`src/rtl/pwm_gen_pkg.sv`:
```
package pwm_gen_pkg;

   // Run-control states of the modulator
   typedef enum logic [1:0] {
      ST_IDLE  = 2'd0,   // parked, counters cleared, shadows pass through
      ST_RUN   = 2'd1,   // counting normally
      ST_DRAIN = 2'd2,   // enable dropped, finishing the current cycle
      ST_HOLD  = 2'd3    // enable dropped abruptly, counters frozen
   } run_state_e;

   // Bit position of the stop-mode flag inside the control word
   localparam int unsigned CTRL_MODE_BIT = 6;

endpackage

```
`src/rtl/pwm_regs.sv`:
```
module pwm_regs
   import pwm_gen_pkg::*;
#(
   parameter int unsigned CNT_W      = 10,
   parameter int unsigned PSC_W      = 6,
   parameter int unsigned RST_PERIOD = 4
) (
   input  logic             clk,
   input  logic             rst_n,
   input  logic             wr_ctrl,
   input  logic             wr_duty,
   input  logic             wr_period,
   input  logic [CNT_W-1:0] wdata,
   input  logic             load_act,
   output logic [PSC_W-1:0] psc_val,
   output logic             graceful,
   output logic [CNT_W-1:0] duty_act,
   output logic [CNT_W-1:0] per_act
);

   localparam logic [CNT_W-1:0] PER_INIT = CNT_W'(RST_PERIOD);

   generate
      if (CNT_W < PSC_W + 1) begin : g_bad_ctrl_width
         $error("pwm_regs: control word needs PSC_W+1 bits of wdata");
      end
      if (CTRL_MODE_BIT < PSC_W) begin : g_bad_mode_bit
         $error("pwm_regs: mode bit overlaps prescale field");
      end
      if (RST_PERIOD >= (1 << CNT_W)) begin : g_bad_rst_period
         $error("pwm_regs: reset period does not fit the counter");
      end
   endgenerate

   logic [CNT_W-1:0] duty_shd;
   logic [CNT_W-1:0] per_shd;

   // Control word applies immediately
   always_ff @(posedge clk) begin
      if (!rst_n) begin
         psc_val  <= '0;
         graceful <= 1'b0;
      end else if (wr_ctrl) begin
         psc_val  <= wdata[PSC_W-1:0];
         graceful <= wdata[CTRL_MODE_BIT];
      end
   end

   // Shadow copies take every write
   always_ff @(posedge clk) begin
      if (!rst_n) begin
         duty_shd <= '0;
         per_shd  <= PER_INIT;
      end else begin
         if (wr_duty)   duty_shd <= wdata;
         if (wr_period) per_shd  <= wdata;
      end
   end

   // Working copies change only at a cycle boundary or while idle
   always_ff @(posedge clk) begin
      if (!rst_n) begin
         duty_act <= '0;
         per_act  <= PER_INIT;
      end else if (load_act) begin
         duty_act <= duty_shd;
         per_act  <= per_shd;
      end
   end

   // working values never move between boundaries
   a_r7_shadow_hold : assert property (@(posedge clk) disable iff (!rst_n)
      !load_act |=> ($stable(duty_act) && $stable(per_act)));

endmodule

```
`src/rtl/pwm_prescaler.sv`:
```
module pwm_prescaler #(
   parameter int unsigned PSC_W  = 6,
   parameter bit          USE_PSC = 1'b1
) (
   input  logic             clk,
   input  logic             rst_n,
   input  logic             run,
   input  logic             clear,
   input  logic [PSC_W-1:0] psc_val,
   output logic             tick
);

   generate
      if (PSC_W < 1) begin : g_bad_psc_w
         $error("pwm_prescaler: PSC_W must be at least 1");
      end

      if (USE_PSC) begin : g_divider
         logic [PSC_W-1:0] down_q;

         always_ff @(posedge clk) begin
            if (!rst_n || clear) begin
               down_q <= '0;
            end else if (run) begin
               if (down_q == '0) down_q <= psc_val;
               else              down_q <= down_q - 1'b1;
            end
         end

         assign tick = run && (down_q == '0);
      end else begin : g_bypass
         logic unused_psc;
         assign unused_psc = ^{psc_val, clear, rst_n, clk};
         assign tick       = run;
      end
   endgenerate

endmodule

```
`src/rtl/pwm_cmp_counter.sv`:
```
module pwm_cmp_counter #(
   parameter int unsigned CNT_W = 10
) (
   input  logic             clk,
   input  logic             rst_n,
   input  logic             tick,
   input  logic             clear,
   input  logic             force_low,
   input  logic [CNT_W-1:0] duty,
   input  logic [CNT_W-1:0] per,
   output logic [CNT_W-1:0] cnt,
   output logic             wrap,
   output logic             pwm_out
);

   localparam int unsigned EXT_W = CNT_W + 1;

   logic [EXT_W-1:0] end_val;
   logic             at_end;
   logic             at_wrap;
   logic             duty_hit;
   logic             stuck_high;

   assign end_val    = {1'b0, per} + EXT_W'(1);
   assign at_end     = ({1'b0, cnt} == end_val);
   assign at_wrap    = at_end || (cnt == {CNT_W{1'b1}});
   assign duty_hit   = (duty != '0) && (cnt == duty);
   assign stuck_high = (duty != '0) && (per < duty);
   assign wrap       = tick && at_wrap;

   always_ff @(posedge clk) begin
      if (!rst_n || clear) begin
         cnt     <= '0;
         pwm_out <= 1'b0;
      end else if (force_low) begin
         pwm_out <= 1'b0;
      end else if (tick) begin
         cnt <= at_wrap ? '0 : cnt + 1'b1;
         if (stuck_high)    pwm_out <= 1'b1;
         else if (at_end)   pwm_out <= 1'b0;
         else if (duty_hit) pwm_out <= 1'b1;
      end
   end

   // the count never passes one beyond the working period
   a_r3_cnt_bound : assert property (@(posedge clk) disable iff (!rst_n)
      ({1'b0, cnt} <= end_val));

   // a zero working duty never raises the output
   a_r5_zero_duty_low : assert property (@(posedge clk) disable iff (!rst_n)
      (duty == '0) |=> !$rose(pwm_out));

endmodule

```
`src/rtl/pwm_run_ctrl.sv`:
```
module pwm_run_ctrl
   import pwm_gen_pkg::*;
(
   input  logic       clk,
   input  logic       rst_n,
   input  logic       clk_en,
   input  logic       graceful,
   input  logic       wrap,
   output logic       run,
   output logic       clear,
   output logic       force_low,
   output run_state_e state
);

   run_state_e state_d;

   always_comb begin
      run       = 1'b0;
      clear     = 1'b0;
      force_low = 1'b0;
      state_d   = state;
      unique case (state)
         ST_IDLE: begin
            clear = 1'b1;
            if (clk_en) state_d = ST_RUN;
         end
         ST_RUN: begin
            if (clk_en) begin
               run = 1'b1;
            end else if (graceful) begin
               run     = 1'b1;
               state_d = wrap ? ST_IDLE : ST_DRAIN;
            end else begin
               force_low = 1'b1;
               state_d   = ST_HOLD;
            end
         end
         ST_DRAIN: begin
            run = 1'b1;
            if (clk_en)    state_d = ST_RUN;
            else if (wrap) state_d = ST_IDLE;
         end
         ST_HOLD: begin
            if (clk_en) state_d = ST_RUN;
         end
         default: state_d = ST_IDLE;
      endcase
   end

   always_ff @(posedge clk) begin
      if (!rst_n) state <= ST_IDLE;
      else        state <= state_d;
   end

endmodule

```
`src/rtl/pwm_gen.sv`:
```
module pwm_gen
   import pwm_gen_pkg::*;
#(
   parameter int unsigned CNT_W      = 10,
   parameter int unsigned PSC_W      = 6,
   parameter int unsigned RST_PERIOD = 4,
   parameter bit          USE_PSC    = 1'b1
) (
   input  logic             clk,
   input  logic             rst_n,
   input  logic             clk_en,
   input  logic             wr_ctrl,
   input  logic             wr_duty,
   input  logic             wr_period,
   input  logic [CNT_W-1:0] wdata,
   output logic             pwm_out
);

   logic [PSC_W-1:0] psc_val;
   logic             graceful;
   logic [CNT_W-1:0] duty_act;
   logic [CNT_W-1:0] per_act;
   logic [CNT_W-1:0] cnt;
   logic             tick;
   logic             wrap;
   logic             run;
   logic             clear;
   logic             force_low;
   logic             load_act;
   run_state_e       state;

   assign load_act = clear || wrap;

   pwm_regs #(
      .CNT_W      (CNT_W),
      .PSC_W      (PSC_W),
      .RST_PERIOD (RST_PERIOD)
   ) u_regs (
      .clk       (clk),
      .rst_n     (rst_n),
      .wr_ctrl   (wr_ctrl),
      .wr_duty   (wr_duty),
      .wr_period (wr_period),
      .wdata     (wdata),
      .load_act  (load_act),
      .psc_val   (psc_val),
      .graceful  (graceful),
      .duty_act  (duty_act),
      .per_act   (per_act)
   );

   pwm_run_ctrl u_ctrl (
      .clk       (clk),
      .rst_n     (rst_n),
      .clk_en    (clk_en),
      .graceful  (graceful),
      .wrap      (wrap),
      .run       (run),
      .clear     (clear),
      .force_low (force_low),
      .state     (state)
   );

   pwm_prescaler #(
      .PSC_W   (PSC_W),
      .USE_PSC (USE_PSC)
   ) u_psc (
      .clk     (clk),
      .rst_n   (rst_n),
      .run     (run),
      .clear   (clear),
      .psc_val (psc_val),
      .tick    (tick)
   );

   pwm_cmp_counter #(
      .CNT_W (CNT_W)
   ) u_cmp (
      .clk       (clk),
      .rst_n     (rst_n),
      .tick      (tick),
      .clear     (clear),
      .force_low (force_low),
      .duty      (duty_act),
      .per       (per_act),
      .cnt       (cnt),
      .wrap      (wrap),
      .pwm_out   (pwm_out)
   );

   // abrupt stop pulls the output low on the next clock
   a_r8_abrupt_low : assert property (@(posedge clk) disable iff (!rst_n)
      (state == ST_RUN && !clk_en && !graceful) |=> !pwm_out);

   // while frozen the count holds and the output stays low
   a_r8_hold_frozen : assert property (@(posedge clk) disable iff (!rst_n)
      (state == ST_HOLD && !clk_en) |=> ($stable(cnt) && !pwm_out));

   // leaving idle always starts from a zero count with a low output
   a_r9_idle_clean : assert property (@(posedge clk) disable iff (!rst_n)
      (state == ST_IDLE) |=> (cnt == '0 && !pwm_out));

endmodule

```
`config.mk`:
```
export PLATFORM = sky130hd
export DESIGN_NAME = pwm_gen
export DESIGN_NICKNAME = d
export VERILOG_FILES = /design/src/rtl/pwm_gen_pkg.sv /design/src/rtl/pwm_regs.sv /design/src/rtl/pwm_prescaler.sv /design/src/rtl/pwm_cmp_counter.sv /design/src/rtl/pwm_run_ctrl.sv /design/src/rtl/pwm_gen.sv
export SDC_FILE = /design/constraint.sdc
export NUM_CORES = 1
export LEC_CHECK = 0
export CAP_MARGIN = 0
export CORE_ASPECT_RATIO = 0.8
export CORE_UTILIZATION = 40
export CTS_CLUSTER_SIZE = 25
export DETAILED_ROUTE_END_ITERATION = 10
export PLACE_DENSITY_LB_ADDON = 0.08
export SYNTH_ARGS = -nofsm -noshare
export SYNTH_HDL_FRONTEND = slang
export SYNTH_SLANG_ARGS = --single-unit
export TNS_END_PERCENT = 30
```
`constraint.sdc`:
```
create_clock -name clk -period 2.9 [get_ports clk]
set_input_delay 0.58 -clock clk [delete_from_list [all_inputs] [get_ports clk]]
set_output_delay 0.58 -clock clk [all_outputs]
set_load 0.05 [all_outputs]
```
==> qor.txt <==
Status: complete, no violations
Crit path time final: 2630 ps
Adder-cell area share of the yosys netlist: 5.72%
Most frequent cells in the layout: dfxtp_1 (66), nor2_1 (51), a21oi_1 (33), mux2i_1 (29), o21ai_0 (25)
FMAX: 380 MHz
Final Setup Violations: 0
Largest net degree at the start of global routing: 48
YS warnings: 0
Max transition margin: 49.2%
CP startpoint: u_regs.per_act[5]
Synth Area in Compound Gates: 16.7%
Hold Vio Cnt, Final: 0
Global-route congestion overflow total: 0
DR WL/cell: 16.2 um
Worst-path fanout max: 10
Post-synthesis xor/xnor area fraction: 5.41%
Leakage: 0.00165 uW
Most common cell after layout, fill and taps aside: dfxtp_1
Post-Syn Instances: 444
First-pass GRT wire length: 14.9 mm
WS Path Type: register to register
GP Congestion: 0.814
Via Count: 3130
Synthesized area: 3720 sq um
CTS Buf Count: 9
RSZ-0062 raised after global routing: false
Slew Viols, Final: 0
Fin cells: 576
DIE HEIGHT: 88.3 um
Total power: 3510 uW
DRT Wirelength: 9.32 mm
Max-cap violation count: 0
R2R setup slack: 270 ps
Post-synthesis async set-or-reset flop share: 0%
Total GRT Usage: 20.5%
Post-synth EDFFs: 0
Worst-Margin Slew: 761 ps
Hold path cells: 2
Clk buf depth: 2
Drt pass-1 iters: 4
DR vias/cell: 5.43
Core ar.: 9040 sq um
WP data arrival: 2900 ps
H-tree levels: 3
Slowest CP cell: a211oi_2
Final clock skew: 5.61 ps
Syn Area/Cell: 8.38 sq um
Crit Reg-Reg Startpoint: u_regs.per_act[5]
Post-synthesis mux area share: 8.10%
Num Clock Sinks: 66
Clk_lat worst skew: 340 ps
Vias in the first global route: 2799
Final net count: 489
IO Port Bufs: 16
Setup crit end: u_regs.duty_act[2]
Post-synthesis cell type count: 55
Antenna Nets Post-Route: 0
Worst stage delay on the critical path: 650 ps
Fin crit share: 90.8%
Setup TNS: 0 ps
Sequential fraction of the synthesis area: 35.5%
FF-to-FF path depth: 7
Syn-to-layout area delta: 15.5%
Initial Util: 41.2%
Largest family of logic cells by synthesized area: simple AND/OR/NAND/NOR gates
Net Count, Synth: 477
Root Driver: clkbuf_16
Full die area: 9690 sq um
Fillers: 910
Synth Area in Simple Gates: 22.3%
Req. time, crit path: 3170 ps
DRC viols: 0
Reg-to-Reg End: u_regs.duty_act[2]
I/O pins: 17
Clock slew at the register clock pins of the worst setup and hold paths: 60 ps
Startpoint Class: register
Post-DP HPWL: 6.59 mm
Placed cells: 559
Fraction of layout cells with a size suffix above 1: 9.54%
Initial antenna violation count: 0
CTS tree: built
VDD IR max: 493 uV
Crit. End Element: register
# diodes: 0
PwrDens: 816 nW/um^2
DRT iter0 DRCs: 157
CP Cell Sequence: nand4_1 > or4_1 > and4_4 > o211a_2 > a211oi_2 > o21ai_0 > a21oi_1
Die X: 110 um
Core Rows: 31
HP Class: register to register
Synthesized flop and latch total: 66
Primary FF master, synth: dfxtp_1
Setup bufs post-CTS: 0
[timing repair]
item                       in CTS  in global routing
setup endpoints to repair       0                 16
gates resized for setup         0                  0
hold buffers                    0                  0
[metal layers]
| layer | wire length, um | up-vias | global-route usage [%] |
|---|---|---|---|
| li1 | - | 1600 | - |
| met1 | 4880 | 1467 | 30.5 |
| met2 | 3920 | 54 | 28.7 |
| met3 | 401 | 9 | 4.71 |
| met4 | 112 | 0 | 6.91 |
| met5 | 0 | - | 0 |
[kinds of logic after synthesis]
family,Yosys count
simple gates,159
compound gates,102
flops,66
buf+inv,47
mux,30
xor+xnor,23
fa+ha+maj,17
[cell usage after synthesis, drive strengths merged, types with 3 or more instances]
cell    instances  area [sq um]
o21a            3          22.5
o21ai          35           175
ha             17           213
and3            6          38.8
or4             4          30.0
dfxtp          66          1320
o211ai          4          30.0
nor2b           5          31.3
buf             9          85.1
nand2b          4          25.0
nor3            7          35.0
nand3b         20           150
a21oi          36           191
clkbuf         19          71.3
nand3          16          85.1
nand2          23          86.3
nor2           52           195
nor4            8          50.1
a211oi          5          50.1
xor2           11          96.3
xnor2          12           105
o22ai           3          18.8
nand4           5          31.3
a31oi           3          25.0
inv            18          67.6
mux2i          29           290
[state kept, by name, summed over array words and instances (netlist names)]
register	count
u_cmp.cnt	10
u_regs.duty_act	10
u_regs.duty_shd	10
u_regs.per_act	10
u_regs.per_shd	10
u_psc.g_divider.down_q	6
u_regs.psc_val	6
u_ctrl.state	2
u_cmp.pwm_out	1
u_regs.graceful	1
[through the flow]
step                      worst slack [ps]  utilization [%]  hold WS (ps)  area, sq um
final                                  267             47.6           475         4300
after global routing                  99.4             47.6           499         4300
after CTS                              164             47.4           477         4290
after detailed placement               201             43.8           468         3960
after global placement                 235             43.8           467         3960
after floorplan                        690                -           447         3720
[final cells by class]
cell class	instances	area (sq um)	share of cell area, %
clock buffer	10	239	5.56
clock inverter	6	88.8	2.07
inverter	18	67.6	1.57
multi-input combinational	332	2180	50.7
sequential	66	1320	30.7
tap	115	144	3.35
timing repair buffer	29	258	6.00
[worst min path at each step]
stage,start,endpoint
3_5_place_dp,u_regs.per_shd[2],u_regs.per_shd[2]
3_3_place_gp,u_regs.psc_val[0],u_psc.g_divider.down_q[0]
5_1_grt,u_regs.psc_val[0],u_psc.g_divider.down_q[0]
6_report,u_regs.per_shd[2],u_regs.per_shd[2]
4_1_cts,u_regs.duty_shd[8],u_regs.duty_act[8]
2_1_floorplan,u_regs.psc_val[0],u_psc.g_divider.down_q[0]
[report_power, final]
| part | internal [uW] | leakage [uW] | switching [uW] | total, uW |
|---|---|---|---|---|
| logic | 490 | 0.000960 | 722 | 1210 |
| registers | 998 | 0.000539 | 104 | 1100 |
| clock network | 777 | 0.000155 | 418 | 1190 |
[critical path, delay by kind of cell (launching register included)]
family | cells | cell delay (ps)
compound gates | 4 | 1170
simple gates | 3 | 830
flops | 1 | 560
No activity file was read; power rests on OpenSTA's default activity.
